$ cat config.mk
export PLATFORM = sky130hd
export DESIGN_NAME = cntacc_top
export DESIGN_NICKNAME = d
export VERILOG_FILES = /design/src/rtl/cntacc_pkg.sv /design/src/rtl/cntacc_decode.sv /design/src/rtl/cntacc_judge.sv /design/src/rtl/cntacc_enreg.sv /design/src/rtl/cntacc_top.sv
export SDC_FILE = /design/constraint.sdc
export NUM_CORES = 1
export LEC_CHECK = 0
export ABC_AREA = 0
export CORE_MARGIN = 2
export CORE_UTILIZATION = 48
export DETAILED_ROUTE_END_ITERATION = 16
export PLACE_DENSITY = 0.79
export SLEW_MARGIN = 10
export SYNTH_ARGS = -nofsm -noshare
export SYNTH_HDL_FRONTEND = slang
export SYNTH_SLANG_ARGS = --single-unit
$ cat constraint.sdc
create_clock -name clk -period 2.5 [get_ports clk]
set_input_delay 0.5 -clock clk [delete_from_list [all_inputs] [get_ports clk]]
set_output_delay 0.5 -clock clk [all_outputs]
set_load 0.02 [all_outputs]
$ cat src/rtl/cntacc_pkg.sv
package cntacc_pkg;

    typedef enum logic [1:0] {
        PRV_U   = 2'd0,
        PRV_S   = 2'd1,
        PRV_RSV = 2'd2,
        PRV_M   = 2'd3
    } priv_e;

    typedef enum logic [1:0] {
        OP_RD  = 2'd0,
        OP_WR  = 2'd1,
        OP_SET = 2'd2,
        OP_CLR = 2'd3
    } csr_op_e;

    localparam int unsigned ADDR_W = 12;

    // Classification of one CSR number, produced by the decoder.
    typedef struct packed {
        logic       ro;        // number lies in a read-only range
        logic [1:0] min_priv;  // lowest privilege allowed
        logic       cnt;       // inside the counter window
        logic       men;       // machine enable register
        logic       sen;       // supervisor enable register
    } addr_class_t;

endpackage

$ cat src/rtl/cntacc_decode.sv
module cntacc_decode
    import cntacc_pkg::*;
#(
    parameter int unsigned NCNT     = 32,
    parameter logic [11:0] CNT_BASE = 12'hC00,
    parameter logic [11:0] MEN_ADDR = 12'h306,
    parameter logic [11:0] SEN_ADDR = 12'h106,
    localparam int unsigned IDXW    = $clog2(NCNT)
) (
    input  logic [ADDR_W-1:0] addr,
    output addr_class_t       cls,
    output logic [IDXW-1:0]   idx
);

    // NCNT must be a power of two so the window is an aligned block.
    always_comb begin
        cls          = '0;
        cls.ro       = (addr[11:10] == 2'b11);
        cls.min_priv = addr[9:8];
        cls.cnt      = (addr[ADDR_W-1:IDXW] == CNT_BASE[ADDR_W-1:IDXW]);
        cls.men      = (addr == MEN_ADDR);
        cls.sen      = (addr == SEN_ADDR);
        idx          = addr[IDXW-1:0];
    end

endmodule

$ cat src/rtl/cntacc_judge.sv
module cntacc_judge
    import cntacc_pkg::*;
#(
    parameter int unsigned NCNT   = 32,
    parameter bit          HAS_S  = 1'b1,
    localparam int unsigned IDXW  = $clog2(NCNT)
) (
    input  logic            clk,
    input  logic            rst_n,
    input  logic            valid,
    input  logic [1:0]      priv,
    input  logic [1:0]      op,
    input  addr_class_t     cls,
    input  logic [IDXW-1:0] idx,
    input  logic [NCNT-1:0] men_q,
    input  logic [NCNT-1:0] sen_q,
    output logic            illegal,
    output logic            cnt_rd,
    output logic            legal_wr
);

    logic mode_bad, priv_low, ro_wr, absent, cnt_block, any_bad;
    logic m_bit, s_bit;

    always_comb begin
        m_bit     = men_q[idx];
        s_bit     = sen_q[idx];
        mode_bad  = (priv == PRV_RSV) || (!HAS_S && priv == PRV_S);
        priv_low  = (priv < cls.min_priv);
        ro_wr     = cls.ro && (op != OP_RD);
        absent    = cls.sen && !HAS_S;
        cnt_block = 1'b0;
        if (cls.cnt && priv != PRV_M) begin
            if (!m_bit) cnt_block = 1'b1;
            if (HAS_S && priv == PRV_U && !s_bit) cnt_block = 1'b1;
        end
        any_bad  = mode_bad | priv_low | ro_wr | absent | cnt_block;
        illegal  = valid && any_bad;
        cnt_rd   = valid && !any_bad && cls.cnt;
        legal_wr = valid && !any_bad && (op != OP_RD);
    end


    ro_write_traps_chk: assert property (@(posedge clk) disable iff (!rst_n)
        (valid && cls.ro && op != OP_RD) |-> illegal);


    mach_counter_read_chk: assert property (@(posedge clk) disable iff (!rst_n)
        (valid && priv == PRV_M && cls.cnt && op == OP_RD && cls.min_priv == 2'b00)
            |-> (cnt_rd && !illegal));


    sup_needs_mbit_chk: assert property (@(posedge clk) disable iff (!rst_n)
        (valid && priv == PRV_S && cls.cnt && !men_q[idx]) |-> illegal);


    user_needs_both_chk: assert property (@(posedge clk) disable iff (!rst_n)
        (HAS_S && valid && priv == PRV_U && cls.cnt && !sen_q[idx]) |-> !cnt_rd);


    idle_quiet_chk: assert property (@(posedge clk) disable iff (!rst_n)
        !valid |-> (!illegal && !cnt_rd));

endmodule

$ cat src/rtl/cntacc_enreg.sv
module cntacc_enreg
    import cntacc_pkg::*;
#(
    parameter int unsigned  NCNT     = 32,
    parameter bit           HAS_S    = 1'b1,
    parameter logic [NCNT-1:0] CNT_MASK = '1
) (
    input  logic            clk,
    input  logic            rst_n,
    input  logic            wr_men,
    input  logic            wr_sen,
    input  logic [1:0]      op,
    input  logic [NCNT-1:0] wdata,
    output logic [NCNT-1:0] men_q,
    output logic [NCNT-1:0] sen_q
);

    localparam logic [NCNT-1:0] SEN_MASK = HAS_S ? CNT_MASK : '0;

    typedef struct packed {
        logic [NCNT-1:0] men;
        logic [NCNT-1:0] sen;
    } en_st_t;

    en_st_t st_d, st_q;

    function automatic logic [NCNT-1:0] apply_op(
        input logic [NCNT-1:0] old,
        input logic [1:0]      o,
        input logic [NCNT-1:0] d
    );
        unique case (o)
            OP_WR:   apply_op = d;
            OP_SET:  apply_op = old | d;
            OP_CLR:  apply_op = old & ~d;
            default: apply_op = old;
        endcase
    endfunction

    always_comb begin
        st_d = st_q;
        if (wr_men) st_d.men = apply_op(st_q.men, op, wdata) & CNT_MASK;
        if (wr_sen) st_d.sen = apply_op(st_q.sen, op, wdata) & SEN_MASK;
    end

    always_ff @(posedge clk or negedge rst_n) begin
        if (!rst_n) st_q <= '0;
        else        st_q <= st_d;
    end

    assign men_q = st_q.men;
    assign sen_q = st_q.sen;


    masked_bits_zero_chk: assert property (@(posedge clk) disable iff (!rst_n)
        ((men_q & ~CNT_MASK) == '0) && ((sen_q & ~SEN_MASK) == '0));


    no_update_idle_chk: assert property (@(posedge clk) disable iff (!rst_n)
        (!wr_men && !wr_sen) |=> ($stable(men_q) && $stable(sen_q)));

endmodule

$ cat src/rtl/cntacc_top.sv
module cntacc_top
    import cntacc_pkg::*;
#(
    parameter int unsigned     NCNT     = 32,
    parameter bit              HAS_S    = 1'b1,
    parameter logic [NCNT-1:0] CNT_MASK = '1,
    localparam int unsigned    IDXW     = $clog2(NCNT)
) (
    input  logic            clk,
    input  logic            rst_n,
    input  logic            csr_valid,
    input  logic [1:0]      cur_priv,
    input  logic [11:0]     csr_addr,
    input  logic [1:0]      csr_op,
    input  logic [NCNT-1:0] csr_wdata,
    output logic            illegal_insn,
    output logic            cnt_rd_en,
    output logic [NCNT-1:0] en_rdata
);

    addr_class_t     cls;
    logic [IDXW-1:0] idx;
    logic [NCNT-1:0] men_q, sen_q;
    logic            legal_wr, legal_acc;

    cntacc_decode #(.NCNT(NCNT)) u_dec (
        .addr (csr_addr),
        .cls  (cls),
        .idx  (idx)
    );

    cntacc_judge #(.NCNT(NCNT), .HAS_S(HAS_S)) u_judge (
        .clk      (clk),
        .rst_n    (rst_n),
        .valid    (csr_valid),
        .priv     (cur_priv),
        .op       (csr_op),
        .cls      (cls),
        .idx      (idx),
        .men_q    (men_q),
        .sen_q    (sen_q),
        .illegal  (illegal_insn),
        .cnt_rd   (cnt_rd_en),
        .legal_wr (legal_wr)
    );

    cntacc_enreg #(.NCNT(NCNT), .HAS_S(HAS_S), .CNT_MASK(CNT_MASK)) u_en (
        .clk    (clk),
        .rst_n  (rst_n),
        .wr_men (legal_wr && cls.men),
        .wr_sen (legal_wr && cls.sen),
        .op     (csr_op),
        .wdata  (csr_wdata),
        .men_q  (men_q),
        .sen_q  (sen_q)
    );

    always_comb begin
        legal_acc = csr_valid && !illegal_insn;
        en_rdata  = '0;
        if (legal_acc && cls.men)      en_rdata = men_q;
        else if (legal_acc && cls.sen) en_rdata = sen_q;
    end


    illegal_keeps_state_chk: assert property (@(posedge clk) disable iff (!rst_n)
        (csr_valid && illegal_insn) |=> ($stable(men_q) && $stable(sen_q)));


    reserved_mode_chk: assert property (@(posedge clk) disable iff (!rst_n)
        (csr_valid && cur_priv == 2'd2) |-> illegal_insn);

endmodule

==> key figures, run 1 <==
Run status
  – Status: finished with violations
  – Violated checks: setup timing

Logic synthesis
  – EDFF count, synth: 0
  – Synth top area cells: dfrtp_1 35%, mux2i_1 8.5%, a22o_1 6.1%
  – Mapped Area: approximately 4600 µm²
  – Syn Inst Count: 483
  – Netlist cell types: 47
  – Syn Nets: between 500 and 600
  – Ys Warns: 0
  – Seq/Total Area, Yosys: 0.3492
  – Asr flop ratio synth: 1.000
  – Yosys top cell by area: dfrtp_1
  – Synth top area share: 0.3492
  – Number of synthesized register bits: 64
  – Synth Flop Type: dfrtp_1
  – Average size of a mapped cell: approximately 9.5 µm²

Critical path
  – CP top delay family: multiplexers
  – CP required: approximately 2.0 ns
  – Buf/Inv on CP: 4
  – Max incr delay on CP: 0.51 ns
  – Crit Reg-Reg Startpoint: u_en.men_q[28]$_DFFE_PN0P_
  – Startpoint types: input pin
  – Critical path, cell by cell: buf_6, buf_12, buf_12, mux4_2, mux2i_1, o2111a_1, a41oi_4, a221oi_4, buf_6
  – Worst setup EP type: output port
  – Critical Path AT: approximately 2.3 ns
  – Worst Path Max Fanout: 8
  – Crit. Startpoint: csr_addr[1]
  – Critical path class: input pin to output port
  – CP max stage cell: mux4_2

Final layout
  – Fillers: just under 600
  – Post-layout instance area: roughly 6900 µm²
  – # diodes: 0
  – Register Area: 1602 µm²
  – Multi-input logic area: 2925 µm²
  – Area Overhead vs Synth: 50.93%
  – Final Core Density: 0.7492
  – Layout cells sized above 1: 0.3533
  – Fin nets: around 680

STA
  – Clock skew: 0 ns
  – RSZ-0062 raised after global routing: yes
  – Fin worst setup slack: -0.3222 ns
  – Max transition margin: 0.6693
  – Final hold vios: 0
  – Worst-Margin Slew: a little under 0.5 ns
  – Fmax: around 350 MHz
  – Tmin final: between 2 and 3 ns
  – Final period util: 1.129
  – Endpoints failing setup: 42
  – Final slew viol count: 0
  – Hold_ws: around 0.085 ns

Global routing
  – Initial antenna violation count: 0
  – Vias in the first global route: around 5.2k
  – First-pass GRT wire length: 28120 µm
  – Total congestion overflow: 0
  – Pin count of the biggest net entering global routing: 35
  – GRT Overall Usage: 0.3551

Place
  – Cell Area, Placed: around 6300 µm²
  – IO buf count: 84
  – Place WS: -1.133 ns
  – Routability congestion estimate from global placement: 0.9856
  – Post-DP HPWL: between 10000 and 15000 µm

CTS
  – TritonCTS clock tree: built
  – H-tree depth: 3
  – Clk root buf: clkbuf_8
  – Clk slew on worst S/H paths: 0.08 ns
  – Clock Latency Late Sink: 0.35 ns
  – Total CTS buffers: 9
  – Clk sinks: 64
  – CTS Buffer Depth: 2

Floorplan
  – Core area: just over 9000 µm²
  – Ports: 85
  – Die area: 10350 µm²
  – Starting density of the core: 0.4964
  – Die Ht: between 100 and 150 µm
  – Die W: 101.8 µm
  – Cell Rows: 35

Routing
  – Routed via count: roughly 5k
  – Drt wl/cell: roughly 23 µm
  – ANT nets after route: 0
  – Remaining routing DRC violations: 0
  – DRT iter0 DRCs: ~490
  – WL final: roughly 18000 µm
  – DRT Pass-1 Iters: 5
  – Via-to-Cell Ratio: between 6 and 7

Run
  – Max_cap viols: 0

Power and ir drop
  – Leak: 2.839 nW
  – Cell area power density: around 450 nW/µm²
  – Max VDD drop: roughly 0.00027 V

Worst hold path
  – Tightest Hold Check Type: input pin to async pin
[worst register-to-register path, stage by stage, from the launching register on]
cell     delay [ns]
dfrtp_1        0.40
buf_4          0.14
inv_1          0.03
o32ai_1        0.36
[layout by cell type (no fill, tap or decap), types with 4 or more instances in the layout]
master,synthesis,final
nor2_4,0,31
nand3_1,34,33
inv_1,36,36
nor2_1,37,4
o32ai_1,32,32
o2111ai_1,5,4
buf_12,0,11
mux2i_1,39,38
a22o_1,32,32
buf_4,10,88
buf_16,0,4
mux4_2,11,11
nand2_1,8,8
dfrtp_1,64,64
nor2b_1,5,4
clkbuf_8,0,9
dlygate4sd2_1,0,7
a31oi_1,32,32
buf_6,5,34
clkdlybuf4s50_1,0,34
o31ai_1,32,32
nand2b_1,30,30
[area by class of cell]
class                           instances  share of cell area
Clock buffer                           10             0.01843
Inverter                               37             0.02078
Clock inverter                          6             0.01554
Timing Repair Buffer                  186              0.2680
Sequential cell                        64              0.2313
Multi-Input combinational cell        331              0.4226
Tap cell                              129             0.02331
[timing repair]
item / 4_1_cts / 5_1_grt
gates cloned: 4 / 0
pin swaps: 14 / 8
setup endpoints to repair: 91 / 66
buffers inserted: 11 / 2
resized for setup: 255 / 6
hold buffers: 0 / 0
[worst paths after layout]
check | end | cells past startpoint | slack (ns)
max reg2reg | u_en.men_q[28]$_DFFE_PN0P_ | 3 | 1.45
min | u_en.sen_q[30]$_DFFE_PN0P_ | 1 | 0.09
min reg2reg | u_en.sen_q[11]$_DFFE_PN0P_ | 1 | 0.57
min in group clk | u_en.sen_q[11]$_DFFE_PN0P_ | 1 | 0.57
max in group asynchronous | u_en.sen_q[11]$_DFFE_PN0P_ | 2 | 1.67
max | illegal_insn | 9 | -0.32
[per-layer routing]
layer / track usage / vias up / wire length [µm]
met5: 0 / - / 0
met4: 0.1985 / 0 / 1082
met2: 0.5719 / 401 / 8604
met1: 0.4437 / 2465 / 6462
met3: 0.07591 / 116 / 1671
li1: - / 2146 / -
[power breakdown]
part / switching, mW / internal [mW] / leakage [nW]
sequential: 0.0917 / 1.12 / 0.874
clock: 0.437 / 0.659 / 0.116
combinational: 0.419 / 0.372 / 1.85
[sequential cells by signal, summed over array words and instances, names as in the netlist]
| signal | flops |
|---|---|
| u_en.men_q | 32 |
| u_en.sen_q | 32 |
[cells by family (layout without fill, tap and decap cells)]
kind of cell,after synthesis,count (layout),share of synthesized area
buf+inv,88,239,0.09138
mux,51,51,0.1416
flops,64,64,0.3492
compound gates,151,151,0.2679
simple gates,128,128,0.1473
fa+ha+maj,1,1,0.002727
[Yosys cell counts (2+ instances only)]
master / number
nor2_1: 37
o32ai_1: 32
a22oi_1: 4
a22o_1: 32
nor2b_1: 5
buf_6: 5
o2111ai_1: 5
nand2_1: 8
mux4_2: 11
a31oi_1: 32
nand2b_1: 30
nand3_1: 34
o31ai_1: 32
inv_1: 36
buf_1: 2
buf_4: 10
mux2i_1: 39
clkbuf_1: 23
dfrtp_1: 64
and2_1: 2
buf_2: 11
or2b_1: 2
o2111a_1: 3
[metrics by stage]
step	instances	TNS (ns)	total power, mW
global placement	732	-65.40	1.915
global route	763	-7.948	3.200
floorplan	483	0	1.601
CTS	762	-1.411	3.048
finish	763	-4.010	3.101
detailed placement	732	-72.11	1.943
(Power assumes the default switching activity.)
==> inputs of run 2 (changes only) <==
REMOVE_ABC_BUFFERS = 1   (was unset)
==> run 2 against run 1 <==
Critical path type unchanged; critical endpoint unchanged; clock skew did not move; die area unchanged; the run still ends with setup timing left; non-clock buffer count is 25 higher; clock power down 14%; core utilization rose by 2.2 points; hold slack better by 0.098 ns; critical path depth stayed put; flip-flop and latch count did not move.
==> key figures, run 2 (synthesis results as in run 1) <==
CTS
  – CTS Buffer Depth: 2 (unchanged)
  – Clk root buf: clkbuf_8
  – Total CTS buffers: 9 (unchanged)
  – Clock Latency Late Sink: 0.35 ns (about the same)
  – TritonCTS clock tree: built
  – Hold_buf cts: 0 (unchanged)
  – Clk slew on worst S/H paths: 0.08 ns (about the same)
  – H-tree depth: 3 (unchanged)
  – Clk sinks: 64 (unchanged)

Global routing
  – Vias in the first global route: 5171 (+0.31%)
  – Initial antenna violation count: 0 (unchanged)
  – First-pass GRT wire length: 28520 µm (+1.4%)
  – Total congestion overflow: 0 (unchanged)
  – GRT Overall Usage: 0.3627 (+0.007607)
  – Pin count of the biggest net entering global routing: 41 (+17%)

STA
  – Fmax: 350.0 MHz (-1.2%)
  – RSZ-0062 raised after global routing: yes
  – Final period util: 1.143 (+0.01408)
  – Tmin final: 2.857 ns (+0.03521 ns)
  – Fin Setup TNS: -2.351 ns (+1.659 ns)
  – Hold_ws: 0.1834 ns (+0.09794 ns)
  – Worst-Margin Slew: 0.7190 ns (+0.2230 ns)
  – Fin worst setup slack: -0.3574 ns (-0.03521 ns)
  – Endpoints failing setup: 28 (-33%)
  – Clock skew: 0 ns (unchanged)
  – Final slew viol count: 0 (unchanged)
  – Final hold vios: 0 (unchanged)
  – Max transition margin: 0.5206 (-0.1487)

Critical path
  – Startpoint types: input pin
  – Crit Reg-Reg Startpoint: u_en.men_q[29]$_DFFE_PN0P_
  – RR Endpoint: u_en.men_q[29]$_DFFE_PN0P_
  – CP required: 2.00 ns (about the same)
  – Worst Path Max Fanout: 7 (-1)
  – Worst setup EP type: output port
  – Critical path class: input pin to output port
  – Critical Path AT: 2.36 ns (+0.04 ns)
  – Reg-to-reg slack, setup: 1.47 ns (+0.02 ns)
  – Reg2reg path depth: 4 (+1)

Place
  – Post-DP HPWL: 10150 µm (-3.0%)
  – Placed insts: 743 (+1.5%)
  – Routability congestion estimate from global placement: 0.8751 (-11%)
  – Cell Area, Placed: 6086 µm² (-3.7%)
  – IO buf count: 84 (unchanged)
  – Place WS: -1.232 ns (-0.09961 ns)

Routing
  – ANT nets after route: 0 (unchanged)
  – WL final: 19060 µm (+7.0%)
  – Drt wl/cell: 24.19 µm (+3.6%)
  – DRT iter0 DRCs: 576 (+19%)
  – Remaining routing DRC violations: 0 (unchanged)
  – DRT Pass-1 Iters: 11 (+6)
  – Routed via count: 5380 (+4.9%)
  – Via-to-Cell Ratio: 6.827 (+1.6%)

Floorplan
  – Starting density of the core: 0.4964 (unchanged)
  – Cell Rows: 35 (unchanged)
  – Core area: 9240 µm² (unchanged)
  – Die Ht: 101.8 µm (unchanged)
  – Die area: 10350 µm² (unchanged)
  – Ports: 85 (unchanged)
  – Die W: 101.8 µm (unchanged)

Worst hold path
  – Tightest Hold Check Type: input pin to async pin

Run
  – Max_cap viols: 0 (unchanged)

Final layout
  – # diodes: 0 (unchanged)
  – Layout cells sized above 1: 0.3824 (+0.02909)
  – Area Overhead vs Synth: 55.35%
  – Most frequent cells in the layout: 101 x buf_4, 64 x dfrtp_1, 47 x buf_6
  – Fin nets: 706 (+3.7%)
  – Layout Cells excl Fill: 788 (+3.3%)
  – Commonest non-fill, non-tap cell in the layout: buf_4
  – Post-layout instance area: 7126 µm² (+2.9%)
  – Fillers: 560 (-3.4%)
  – Final Core Density: 0.7712 (+0.02194)

Power and ir drop
  – Leak: 2.969 nW (+4.6%)
  – Cell area power density: 418.7 nW/µm² (-6.5%)
  – Max VDD drop: 0.0002487 V (-9.3%)
  – Tot Pwr: 2.983 mW (-3.8%)

Run status
  – Status: finished with violations
  – Violated checks: setup timing
==> run 2: worst max-delay path by stage <==
stage	from	end	slack (ns)
global route	csr_addr[1]	illegal_insn	-0.39
global placement	csr_addr[1]	illegal_insn	-1.19
floorplan	csr_addr[9]	u_en.sen_q[0]$_DFFE_PN0P_	-1.59
finish	csr_addr[1]	illegal_insn	-0.36
CTS	u_en.sen_q[9]$_DFFE_PN0P_	cnt_rd_en	-0.26
detailed placement	csr_addr[1]	illegal_insn	-1.23
==> run 2: repair_timing <==
action | CTS | global route
hold endpoints to repair | 0 | 0
gates cloned | 8 | 1
pin swaps | 14 | 37
setup buffers | 14 | 11
endpoints found under the setup margin | 98 | 66
resized for setup | 255 | 108
==> run 2: per-layer routing <==
metal,vias up,track usage,wire (µm)
met5,-,0,0
met4,0,0.2141,1346
met3,145,0.08558,2469
met2,503,0.5511,8575
met1,2539,0.4718,6672
li1,2193,-,-
==> run 2: worst max-delay path, cell delays in order <==
cell and delay [ns]:
buf_6 0.08, buf_12 0.12, buf_12 0.11, mux4_2 0.50, mux2i_1 0.16, o2111a_2 0.25
a41oi_4 0.06, a221oi_2 0.37, buf_4 0.20
==> run 2: final cells by class <==
type / count / area (µm²) / area share
Multi-Input combinational cell: 331 / 2922 / 0.4100
Timing Repair Buffer: 211 / 2102 / 0.2950
Sequential cell: 64 / 1602 / 0.2248
Tap cell: 129 / 161.4 / 0.02265
Clock buffer: 13 / 158.9 / 0.02230
Inverter: 37 / 140.1 / 0.01967
Clock inverter: 3 / 40.04 / 0.005619
==> run 2: where the power goes <==
part | total [mW] | switching, mW | internal (mW) | leakage [nW]
registers | 1.21 | 0.0863 | 1.12 | 0.874
clock network | 0.944 | 0.431 | 0.513 | 0.103
logic | 0.830 | 0.438 | 0.392 | 1.99
